<file path="src/rtl/cal_pkg.sv">
package cal_pkg;
   localparam int NUM_FIELDS = 8;
   localparam int BCD_W      = 8;

   localparam int F_SEC   = 0;
   localparam int F_MIN   = 1;
   localparam int F_HOUR  = 2;
   localparam int F_WDAY  = 3;
   localparam int F_DATE  = 4;
   localparam int F_MONTH = 5;
   localparam int F_YEAR  = 6;
   localparam int F_CENT  = 7;

   // two-digit BCD successor
   function automatic logic [BCD_W-1:0] bcd_succ(input logic [BCD_W-1:0] v);
      if (v[3:0] >= 4'd9) return {v[7:4] + 4'd1, 4'd0};
      return {v[7:4], v[3:0] + 4'd1};
   endfunction

   // first value of a field after it wraps
   function automatic logic [BCD_W-1:0] field_first(input int idx);
      if (idx == F_WDAY || idx == F_DATE || idx == F_MONTH) return 8'h01;
      return 8'h00;
   endfunction
endpackage

</file>
<file path="src/rtl/cal_month_days.sv">
module cal_month_days
   import cal_pkg::*;
(
   input  logic [BCD_W-1:0] month,
   input  logic [BCD_W-1:0] year,
   output logic [BCD_W-1:0] last_date
);
   // 10*t + u is divisible by 4 exactly when 2*t + u is
   logic [1:0] mod4;
   logic       leap;

   assign mod4 = {year[4], 1'b0} + year[1:0];
   assign leap = (mod4 == 2'd0);

   always_comb begin
      unique case (month)
         8'h02:                      last_date = leap ? 8'h29 : 8'h28;
         8'h04, 8'h06, 8'h09, 8'h11: last_date = 8'h30;
         default:                    last_date = 8'h31;
      endcase
   end
endmodule

</file>
<file path="src/rtl/cal_bcd_field.sv">
module cal_bcd_field
   import cal_pkg::*;
#(
   parameter logic [BCD_W-1:0] FIRST = 8'h00
)(
   input  logic             clk,
   input  logic             rst_n,
   input  logic             load,
   input  logic [BCD_W-1:0] load_val,
   input  logic             inc,
   input  logic [BCD_W-1:0] last,
   output logic [BCD_W-1:0] q,
   output logic             wrap,
   output logic             roll
);
   logic [BCD_W-1:0] q_nxt;

   assign wrap = inc & (q == last);

   always_comb begin
      if (load)      q_nxt = load_val;
      else if (wrap) q_nxt = FIRST;
      else if (inc)  q_nxt = bcd_succ(q);
      else           q_nxt = q;
   end

   always_ff @(posedge clk or negedge rst_n) begin
      if (!rst_n) begin
         q    <= FIRST;
         roll <= 1'b0;
      end else begin
         q    <= q_nxt;
         roll <= wrap & ~load;
      end
   end
endmodule

</file>
<file path="src/rtl/bcd_calendar.sv">
module bcd_calendar
   import cal_pkg::*;
#(
   parameter logic [BCD_W-1:0] CENT_LAST = 8'h39,
   parameter logic [BCD_W-1:0] WDAY_LAST = 8'h07
)(
   input  logic                        clk,
   input  logic                        rst_n,
   input  logic                        sec_tick,
   input  logic                        osc_stop,
   input  logic                        load_en,
   input  logic [NUM_FIELDS*BCD_W-1:0] load_time,
   output logic [NUM_FIELDS*BCD_W-1:0] cur_time,
   output logic [NUM_FIELDS-1:0]       roll_flag
);
   localparam int TIME_W = NUM_FIELDS * BCD_W;

   if (CENT_LAST[3:0] > 4'd9 || CENT_LAST[7:4] > 4'd9)
      $error("CENT_LAST must be a BCD value");
   if (WDAY_LAST < 8'h02 || WDAY_LAST > 8'h09)
      $error("WDAY_LAST must lie in 02..09");
   if (TIME_W != 64)
      $error("field packing expects eight bytes");

   function automatic logic [BCD_W-1:0] fixed_last(input int idx);
      case (idx)
         F_SEC, F_MIN: return 8'h59;
         F_HOUR:       return 8'h23;
         F_WDAY:       return WDAY_LAST;
         F_MONTH:      return 8'h12;
         F_YEAR:       return 8'h99;
         F_CENT:       return CENT_LAST;
         default:      return 8'h00;
      endcase
   endfunction

   logic [NUM_FIELDS-1:0] inc;
   logic [NUM_FIELDS-1:0] wrap;
   logic [BCD_W-1:0]      month_last;

   // carry chain: weekday and date both hang off the hour wrap
   assign inc[F_SEC]   = sec_tick & ~osc_stop & ~load_en;
   assign inc[F_MIN]   = wrap[F_SEC];
   assign inc[F_HOUR]  = wrap[F_MIN];
   assign inc[F_WDAY]  = wrap[F_HOUR];
   assign inc[F_DATE]  = wrap[F_HOUR];
   assign inc[F_MONTH] = wrap[F_DATE];
   assign inc[F_YEAR]  = wrap[F_MONTH];
   assign inc[F_CENT]  = wrap[F_YEAR];

   cal_month_days u_month_days (
      .month     (cur_time[F_MONTH*BCD_W +: BCD_W]),
      .year      (cur_time[F_YEAR*BCD_W +: BCD_W]),
      .last_date (month_last)
   );

   for (genvar g = 0; g < NUM_FIELDS; g++) begin : g_field
      logic [BCD_W-1:0] lim;
      if (g == F_DATE) begin : g_var
         assign lim = month_last;
      end else begin : g_fix
         assign lim = fixed_last(g);
      end

      cal_bcd_field #(.FIRST(field_first(g))) u_field (
         .clk      (clk),
         .rst_n    (rst_n),
         .load     (load_en),
         .load_val (load_time[g*BCD_W +: BCD_W]),
         .inc      (inc[g]),
         .last     (lim),
         .q        (cur_time[g*BCD_W +: BCD_W]),
         .wrap     (wrap[g]),
         .roll     (roll_flag[g])
      );
   end
endmodule

</file>
<file path="config.mk">
export PLATFORM = sky130hd
export DESIGN_NAME = bcd_calendar
export DESIGN_NICKNAME = d
export VERILOG_FILES = /design/src/rtl/cal_pkg.sv /design/src/rtl/cal_month_days.sv /design/src/rtl/cal_bcd_field.sv /design/src/rtl/bcd_calendar.sv
export SDC_FILE = /design/constraint.sdc
export NUM_CORES = 1
export LEC_CHECK = 0
export BUFFER_PORTS_ARGS = -buffer_cell sky130_fd_sc_hd__buf_2
export CORE_MARGIN = 1
export CORE_UTILIZATION = 48
export CTS_CLUSTER_DIAMETER = 30
export DETAILED_ROUTE_END_ITERATION = 10
export PLACE_DENSITY = 0.76
export SYNTH_ARGS = -nofsm -noshare
export SYNTH_HDL_FRONTEND = slang
export SYNTH_SLANG_ARGS = --single-unit
</file>
<file path="constraint.sdc">
create_clock -name clk -period 2.8 [get_ports clk]
set_input_delay 0.42 -clock clk [delete_from_list [all_inputs] [get_ports clk]]
set_output_delay 0.42 -clock clk [all_outputs]
set_load 0.02 [all_outputs]
</file>
# ---- Yosys cells after proc, flatten, opt, wreduce, memory -nomap -nowiden
# Index checks and enable logic that the tools add are counted.
dict set report totals {
  reg_bits 72
  output_inout_bits 72
  word_cells 182
}
dict set report classes {
  add_sub_neg 17
  order_cmp 8
  n_eq_ne 13
  mux 74
  n_bitwise 20
  reduce_logical 26
}
# op n
set ops {}
lappend ops {{8-bit two-way mux} 40}
lappend ops {{4-bit by 1-bit adder with 4-bit output, second input constant} 16}
lappend ops {{3-bit nonzero test} 16}
lappend ops {{1-bit two-way mux} 33}
lappend ops {{4-bit greater-or-equal comparator, second input constant} 8}
lappend ops {{8-bit by 3-bit equality test with 1-bit output, second input constant} 3}
lappend ops {{1-bit AND} 18}
lappend ops {{8-bit by 5-bit equality test with 1-bit output, second input constant} 2}
lappend ops {{8-bit by 6-bit equality test with 1-bit output, second input constant} 2}
lappend ops {{8-bit by 7-bit equality test with 1-bit output, second input constant} 2}
lappend ops {{8-bit case mux with 2 select lines} 1}
lappend ops {{2-bit AND reduction} 8}
lappend ops {{8-bit by 2-bit equality test with 1-bit output, second input constant} 1}
lappend ops {{8-bit by 4-bit equality test with 1-bit output, second input constant} 1}
lappend ops {{8-bit equality test} 1}
lappend ops {{8-bit equality test, second input constant} 1}
lappend ops {{4-bit OR reduction} 1}
lappend ops {{2-bit adder} 1}
lappend ops {{2-bit zero test} 1}
lappend ops {{1-bit NOT} 2}

# ---- Logic depth before layout (Yosys ltp)
# Gate-level depths: netlist of the first run.
dict set report depth {
  ltp_word 16
  depth_mapped 11
}

# ---- Modules after synthesis
# Synthesis of the first run repeated with hierarchy kept, for this count alone.
dict set report unflattened {
  cells_unflattened 716
  hier_area_um2 6246.0
}
# mod instances cells_per_inst area_each_um2 seq_area_each_um2
set by_module_without_submodules {}
lappend by_module_without_submodules {{cal_bcd_field (g_field[0].u_field ...)} 5 89 769.5 225.2}
lappend by_module_without_submodules {{cal_bcd_field (g_field[3].u_field ...)} 3 82 739.5 226.5}
lappend by_module_without_submodules {cal_month_days 1 22 160.2 0.0}
lappend by_module_without_submodules {bcd_calendar 1 3 20.0 0.0}

# ---- Worst setup path after synthesis of the first run
# Ideal clock, no wire load.
dict set report synth_timing {
  kind {flip-flop to flip-flop}
  start {reg g_field[5].u_field.q[2]}
  end {reg g_field[7].u_field.q[7]}
  setup_time_ps 82
  t_arrival_ps 2956
  required_ps 2718
  path_slack_ps -238
  stages_incl_launch_ff 9
  n_path_buf 1
  synth_period_minus_slack_ps 3038
  cell_sequence {dfrtp_1 -> nor4_4 -> nand3_2 -> or4_4 -> a21o_1 -> or4_1 -> clkbuf_2 -> or4_1 -> a31oi_1}
}
dict set report synth_between {
  elab_chain_len 10
  word_cells_on_any_way 18
}
# element line
set synth_rtl {}
lappend synth_rtl {{start: declaration} cal_bcd_field.sv:12} ;# output logic [BCD_W-1:0] q,
lappend synth_rtl {{start signal: assignment} cal_bcd_field.sv:32} ;# q <= q_nxt;
lappend synth_rtl {{8-bit by 3-bit equality test with 1-bit output (tied with other cells)} cal_month_days.sv:16} ;# unique case (month)
lappend synth_rtl {{4-bit OR reduction} cal_month_days.sv:16}
lappend synth_rtl {{8-bit case mux with 2 select lines} cal_month_days.sv:16}
lappend synth_rtl {{8-bit equality test} cal_bcd_field.sv:18} ;# assign wrap = inc & (q == last);
lappend synth_rtl {{1-bit AND} cal_bcd_field.sv:18}
lappend synth_rtl {{1-bit AND (*) (2 in series)} cal_bcd_field.sv:18}
lappend synth_rtl {{1-bit AND} cal_bcd_field.sv:18}
lappend synth_rtl {{3-bit nonzero test (no source line) / 8-bit two-way mux (equally long branches)} n/a}
lappend synth_rtl {{2-bit AND reduction (no source line) / 8-bit two-way mux (equally long branches)} n/a}
lappend synth_rtl {{end signal: assignment} cal_bcd_field.sv:32}
lappend synth_rtl {{end: declaration} cal_bcd_field.sv:12}
# Mark *: on every way between the ends. The rest lies on a longest branch, timed or not.
# A chain may end at the register's enable or synchronous reset.

# ---- Final worst setup path of the first run
dict set report layout_timing {
  start {reg g_field[5].u_field.q[2]}
  end {reg g_field[7].u_field.q[4]}
}
# Same word-level chain as after synthesis.

==> flow_summary.yaml, run 1 <==
global_routing:
  grt_max_degree: 73
  grt_usage_pct: 25.8
  grt_pass1_vias: 4560
  grtUsageMet3_pct: 5.08
  use_met1_pct: 33.2
  grt_most_used_layer: "met2"
  antenna_found_initial: 0
  grtUsageMet2_pct: 43.3
  grt_pass1_wl_mm: 21.3
  grt.overflow.total: 0
yosys:
  netlist.area_leader.share_pct: 35.6
  synth_common_cells: "dfrtp_1 (69), nand2_1 (55), nor2_1 (44), ha_1 (40), inv_1 (40)"
  synth.distinct_cells: 65
  synth-edff-count: 0
  synth_most_common_cell: "dfrtp_1"
  synth_area_sq_um: 4850
  avgSynthCellArea_sq_um: 8.72
  synthesis.nets: 665
  async_reset_ff_share_pct: 100
  yosysTopAreaCell: "dfrtp_1"
  synth_top_flop_cell: "dfrtp_1"
  synth_seq_cells: 72
  ys_seq_area_share_pct: 37.2
  synth_area_leaders: "dfrtp_1 (36%), ha_1 (10%), nand2_1 (4.3%)"
  ys.warnings.count: 0
  synthCells: 556
timing:
  setup_violations: 1
  rsz0062_at_grt: "true"
  tightest_slew_ns: 0.922
  fin_crit_ns: 2.88
  max_slew_margin_pct: 38.6
  report.final.slew_viol_count: 0
  final.setup.worst_slack_ns: -0.0799
  fin_skew_ns: 0.0120
  hold_violations: 0
  period_share_pct: 103
  fmax_ghz: 0.347
die:
  rows: 36
  die_w_microns: 102
  die_area_sq_um: 10500
  core_area_sq_um: 9770
  initial_core_util_pct: 49.6
  io_pins: 141
  chipHeight_microns: 102
clock_tree:
  clockBufferDepth: 2
  cts-buffers-inserted: 9
  h-tree-depth: 3
  clock-sinks: 72
  worstSkewPairLatency_ns: 0.34
  clk_pin_slew_ns: 0.08
  cts_tree: "built"
  cts_hold_buf: 0
  root_buffer: "clkbuf_8"
layout:
  design_area_sq_um: 6240
  area_growth_pct: 28.7
  utilization_pct: 63.8
  antennaDiodeCount: 0
  drive_gt1_share_pct: 32.8
  layout.nets: 838
placement:
  portBuffers: 140
  gp_congestion: 0.879
  place_area_sq_um: 6000
  post-dp-hpwl_mm: 9.91
  place_ws_ns: -0.113
power:
  peakVddDrop_uv: 265
  power.density_nw_per_um2: 509
  p_leak_nw: 3.05
detailed_routing:
  firstDrtPassIters: 5
  drc_errors: 0
  wl_per_cell_microns: 15.4
  routed_wl_mm: 13.3
  ant_nets: 0
  vias: 4860
  vias_per_cell: 5.61
  drt_iter0_markers: 284
critical_path:
  worstPathRequired_ns: 3.06
  crit_fanout: 9
  timing.rr.end: "g_field[7].u_field.q[4]$_DFFE_PN0P_"
  rrSetupSlack_ns: -0.08
  end_kind: "flop"
  critical_path_class: "reg2reg"
  worstSetupStartpoint: "g_field[5].u_field.q[2]$_DFFE_PN0P_"
  worstSetupStartpointType: "flop"
  r2r-start: "g_field[5].u_field.q[2]$_DFFE_PN0P_"
  rr_worst_depth: 7
  arrival_ns: 3.13
flow_run:
  max-cap-violations: 0
status:
  status: "finished with violations"
  violations: "setup timing"
hold_path:
  holdCritPathClass: "in2async"
[metal layers]
layer	share of wire, %	vias to the layer above
met4	1.6	0
met5	0	-
met3	7.0	20
met2	48	176
met1	43	2327
li1	-	2337
[cell type report]
type | count | area [sq um]
Timing Repair Buffer | 195 | 1120
Clock buffer | 13 | 159
Tap cell | 133 | 166
Fill cell | 860 | 3540
Multi-Input combinational cell | 410 | 2790
Sequential cell | 72 | 1810
Clock inverter | 3 | 40.0
Inverter | 41 | 154
[logic make-up (layout without fill, tap and decap cells)]
family,count (synthesis),in the layout,share of synthesized area [%]
flops,72,72,37.2
fa+ha+maj,40,40,10.3
buf+inv,74,252,6.38
simple gates,201,201,21.8
mux,15,15,3.23
xor+xnor,10,10,1.81
compound gates,144,144,19.2
[per-stage QoR]
stage	power (W)	setup TNS, ns	hold slack (ns)	cells
after floorplan	0.00190	-0.163	0.124	556
after global placement	0.00230	-0.0511	0.528	850
after detailed placement	0.00234	-0.213	0.555	850
after CTS	0.00319	-0.0203	0.252	867
after global routing	0.00336	-0.373	0.271	867
final	0.00318	-0.0799	0.214	867
[where the power goes]
group,switching (W),total (W),internal (W)
Sequential,0.000138,0.00130,0.00117
Combinational,0.000601,0.00103,0.000432
Clock,0.000382,0.000841,0.000459
Total,0.00112,0.00318,0.00206
[sequential cells by signal, indices dropped and copies added (netlist names)]
| name | flops |
|---|---|
| g_field.u_field.roll | 8 |
| g_field.u_field.q | 64 |
[worst max-delay path: stages (launching register included)]
cell and delay, ns:
dfrtp_2 0.43, nor4_4 0.32, nand3_2 0.13, or4_4 0.56, a21o_1 0.20, or4_4 0.47, or4b_4 0.50, a31oi_1 0.19
[how the worst max path moves through the flow]
stage / end / slack [ns] / cells past startpoint
2_1_floorplan: g_field[7].u_field.q[4]$_DFFE_PN0P_ / -0.1 / 8
3_3_place_gp: g_field[7].u_field.q[4]$_DFFE_PN0P_ / -0.05 / 7
3_5_place_dp: g_field[7].u_field.q[4]$_DFFE_PN0P_ / -0.11 / 7
4_1_cts: g_field[7].u_field.q[4]$_DFFE_PN0P_ / -0.02 / 7
5_1_grt: g_field[7].u_field.q[4]$_DFFE_PN0P_ / -0.16 / 7
6_report: g_field[7].u_field.q[4]$_DFFE_PN0P_ / -0.08 / 7
[what timing repair did]
item	in CTS	in global routing
setup endpoints to repair	5	18
pin swaps	2	0
setup buffers	1	0
gates resized for setup	1	7
[cells in the final DEF (no fill, tap or decap), types with 5 or more instances in the layout]
cell type / netlist / layout
buf_2: 0 / 139
dfrtp_1: 69 / 65
nand2_1: 55 / 55
buf_4: 8 / 55
nor2_1: 44 / 44
inv_1: 40 / 40
o21ai_0: 39 / 39
ha_1: 40 / 39
a21oi_1: 29 / 29
nand3_1: 20 / 20
o31ai_1: 16 / 16
nand4_1: 11 / 11
clkbuf_8: 0 / 11
nor2b_1: 10 / 10
a31oi_1: 10 / 10
mux2i_1: 10 / 10
xor2_1: 7 / 7
nor3_1: 7 / 7
and3_1: 8 / 7
nor3b_1: 5 / 5
nand3b_1: 5 / 5
a21boi_0: 5 / 5
a21o_1: 5 / 5
mux2_2: 5 / 5
Note: power is estimated with default switching activity, not from simulation.
==> run 2, diff against run 1 <==
Settings changed: CORE_UTILIZATION 48 to 49, CTS_BUF_LIST set to sky130_fd_sc_hd__clkbuf_4, PLACE_DENSITY 0.76 to 0.77.
==> flow_summary.yaml, run 2 (synthesis gave the netlist of run 1 again) <==
clock_tree:
  cts-buffers-inserted: 9
  root_buffer: "clkbuf_4"
  worstSkewPairLatency_ns: 0.43
  clockBufferDepth: 2
  clock-sinks: 72
  clk_pin_slew_ns: 0.12
  h-tree-depth: 3
  cts_hold_buf: 0
  cts_tree: "built"
critical_path:
  rrSetupSlack_ns: -0.009
  end_kind: "flop"
  critical_path_class: "reg2reg"
  crit_fanout: 8
  arrival_ns: 3.17
  rr_worst_depth: 10
  worstSetupStartpointType: "flop"
  worstPathRequired_ns: 3.16
timing:
  report.final.slew_viol_count: 0
  max_slew_margin_pct: 38.1
  hold_violations: 0
  final.setup.worst_slack_ns: -0.00889
  setup_violations: 1
  fin_skew_ns: 0.0133
  rsz0062_at_grt: "true"
  fmax_ghz: 0.356
  tightest_slew_ns: 0.928
  fin_crit_ns: 2.81
  tns_ns: -0.00889
  period_share_pct: 100
detailed_routing:
  vias_per_cell: 5.57
  ant_nets: 0
  routed_wl_mm: 13.3
  firstDrtPassIters: 5
  vias: 4841
  drc_errors: 0
  drt_iter0_markers: 221
  wl_per_cell_microns: 15.3
status:
  status: "finished with violations"
  violations: "setup timing"
global_routing:
  grt.overflow.total: 0
  grt_pass1_vias: 4647
  grt_usage_pct: 26.8
  grt_max_degree: 73
  antenna_found_initial: 1
  grt_pass1_wl_mm: 21.8
die:
  die_w_microns: 101
  core_area_sq_um: 9420
  die_area_sq_um: 10300
  chipHeight_microns: 101
  rows: 35
  initial_core_util_pct: 51.5
  io_pins: 141
power:
  peakVddDrop_uv: 324
  finalPower_w: 0.00291
  p_leak_nw: 3.04
  power.density_nw_per_um2: 469
layout:
  largest_reg_flops: 64
  area_growth_pct: 27.9
  antennaDiodeCount: 0
  top_register: "g_field.u_field.q"
  reg_top3: "g_field.u_field.q x64, g_field.u_field.roll x8"
  layout.nets: 844
  design_area_sq_um: 6200
  final_cell_mix: "buf_2 (139), dfrtp_1 (65), buf_4 (61), nand2_1 (55), nor2_1 (44)"
  final_common_cell: "buf_2"
  drive_gt1_share_pct: 33.5
placement:
  post-dp-hpwl_mm: 9.89
  portBuffers: 140
  place_area_sq_um: 6020
  gp_congestion: 0.859
flow_run:
  max-cap-violations: 0
hold_path:
  holdCritPathClass: "in2async"
## run 2: cell types whose count changed in the layout (fill, tap and decap cells not counted), sizes merged
cell	previous run	this run
clkinv	3	8
bufinv	1	0
buf	195	201
clkbuf	13	9
## run 2: metrics by stage
| step | cells | hold slack, ns | setup slack (ns) | utilization [%] |
|---|---|---|---|---|
| finish | 869 | 0.113 | -0.00889 | 65.8 |
| global route | 869 | 0.157 | -0.145 | 65.8 |
| CTS | 865 | 0.142 | -0.00529 | 65.1 |
| detailed placement | 849 | 0.545 | -0.0909 | 63.9 |
| global placement | 849 | 0.527 | -0.0179 | 63.9 |
| floorplan | 556 | 0.124 | -0.0959 | - |
## run 2: report_power, final
part           switching (W)  leakage (nW)  internal, W  total, W
Combinational       0.000607          2.12     0.000444   0.00105
Clock               0.000386        0.0622     0.000174  0.000560
Sequential          0.000133         0.866      0.00116   0.00130
## run 2: cell type report
class / instances / area (sq um)
fillers: 807 / 3220
multi-input cells: 410 / 2800
flip-flops and latches: 72 / 1810
repair buffers: 201 / 1160
well taps: 129 / 161
inverters: 41 / 154
clock buffers: 9 / 67.6
clock inverters: 7 / 38.8
## run 2: timing repair
| item | 4_1_cts | 5_1_grt |
|---|---|---|
| setup endpoints to repair | 5 | 20 |
| pin swaps | 1 | 4 |
| gates resized for setup | 1 | 8 |
| setup buffers | 0 | 4 |
## run 2: path summary, 6_finish.rpt
path	endpoint	from
setup / recovery	g_field[7].u_field.q[4]$_DFFE_PN0P_	g_field[5].u_field.q[0]$_DFFE_PN1P_
hold / removal	g_field[3].u_field.q[2]$_DFFE_PN0P_	rst_n
setup reg to reg	g_field[7].u_field.q[4]$_DFFE_PN0P_	g_field[5].u_field.q[0]$_DFFE_PN1P_
hold reg to reg	g_field[0].u_field.q[5]$_DFFE_PN0P_	g_field[0].u_field.q[5]$_DFFE_PN0P_
max in group asynchronous	g_field[5].u_field.q[2]$_DFFE_PN0P_	rst_n
min in group clk	g_field[3].u_field.q[5]$_DFFE_PN0P_	load_time[29]
## run 2: worst max-delay path, stage by stage, from the launching register on
cell	delay (ns)
dfstp_2	0.56
inv_1	0.06
ha_1	0.25
nor2_1	0.14
o31ai_1	0.09
a31oi_1	0.17
buf_4	0.14
mux2i_1	0.08
or4_4	0.61
or4b_1	0.48
a31oi_1	0.17
## run 2: metal layers
layer	vias up	GRT usage (%)	wire (microns)	share of wire [%]
met5	-	0	13	0.098
met4	2	8.14	237	1.8
met3	20	6.56	837	6.3
met2	152	45.8	6560	49
met1	2315	33.5	5650	42
li1	2352	-	-	-
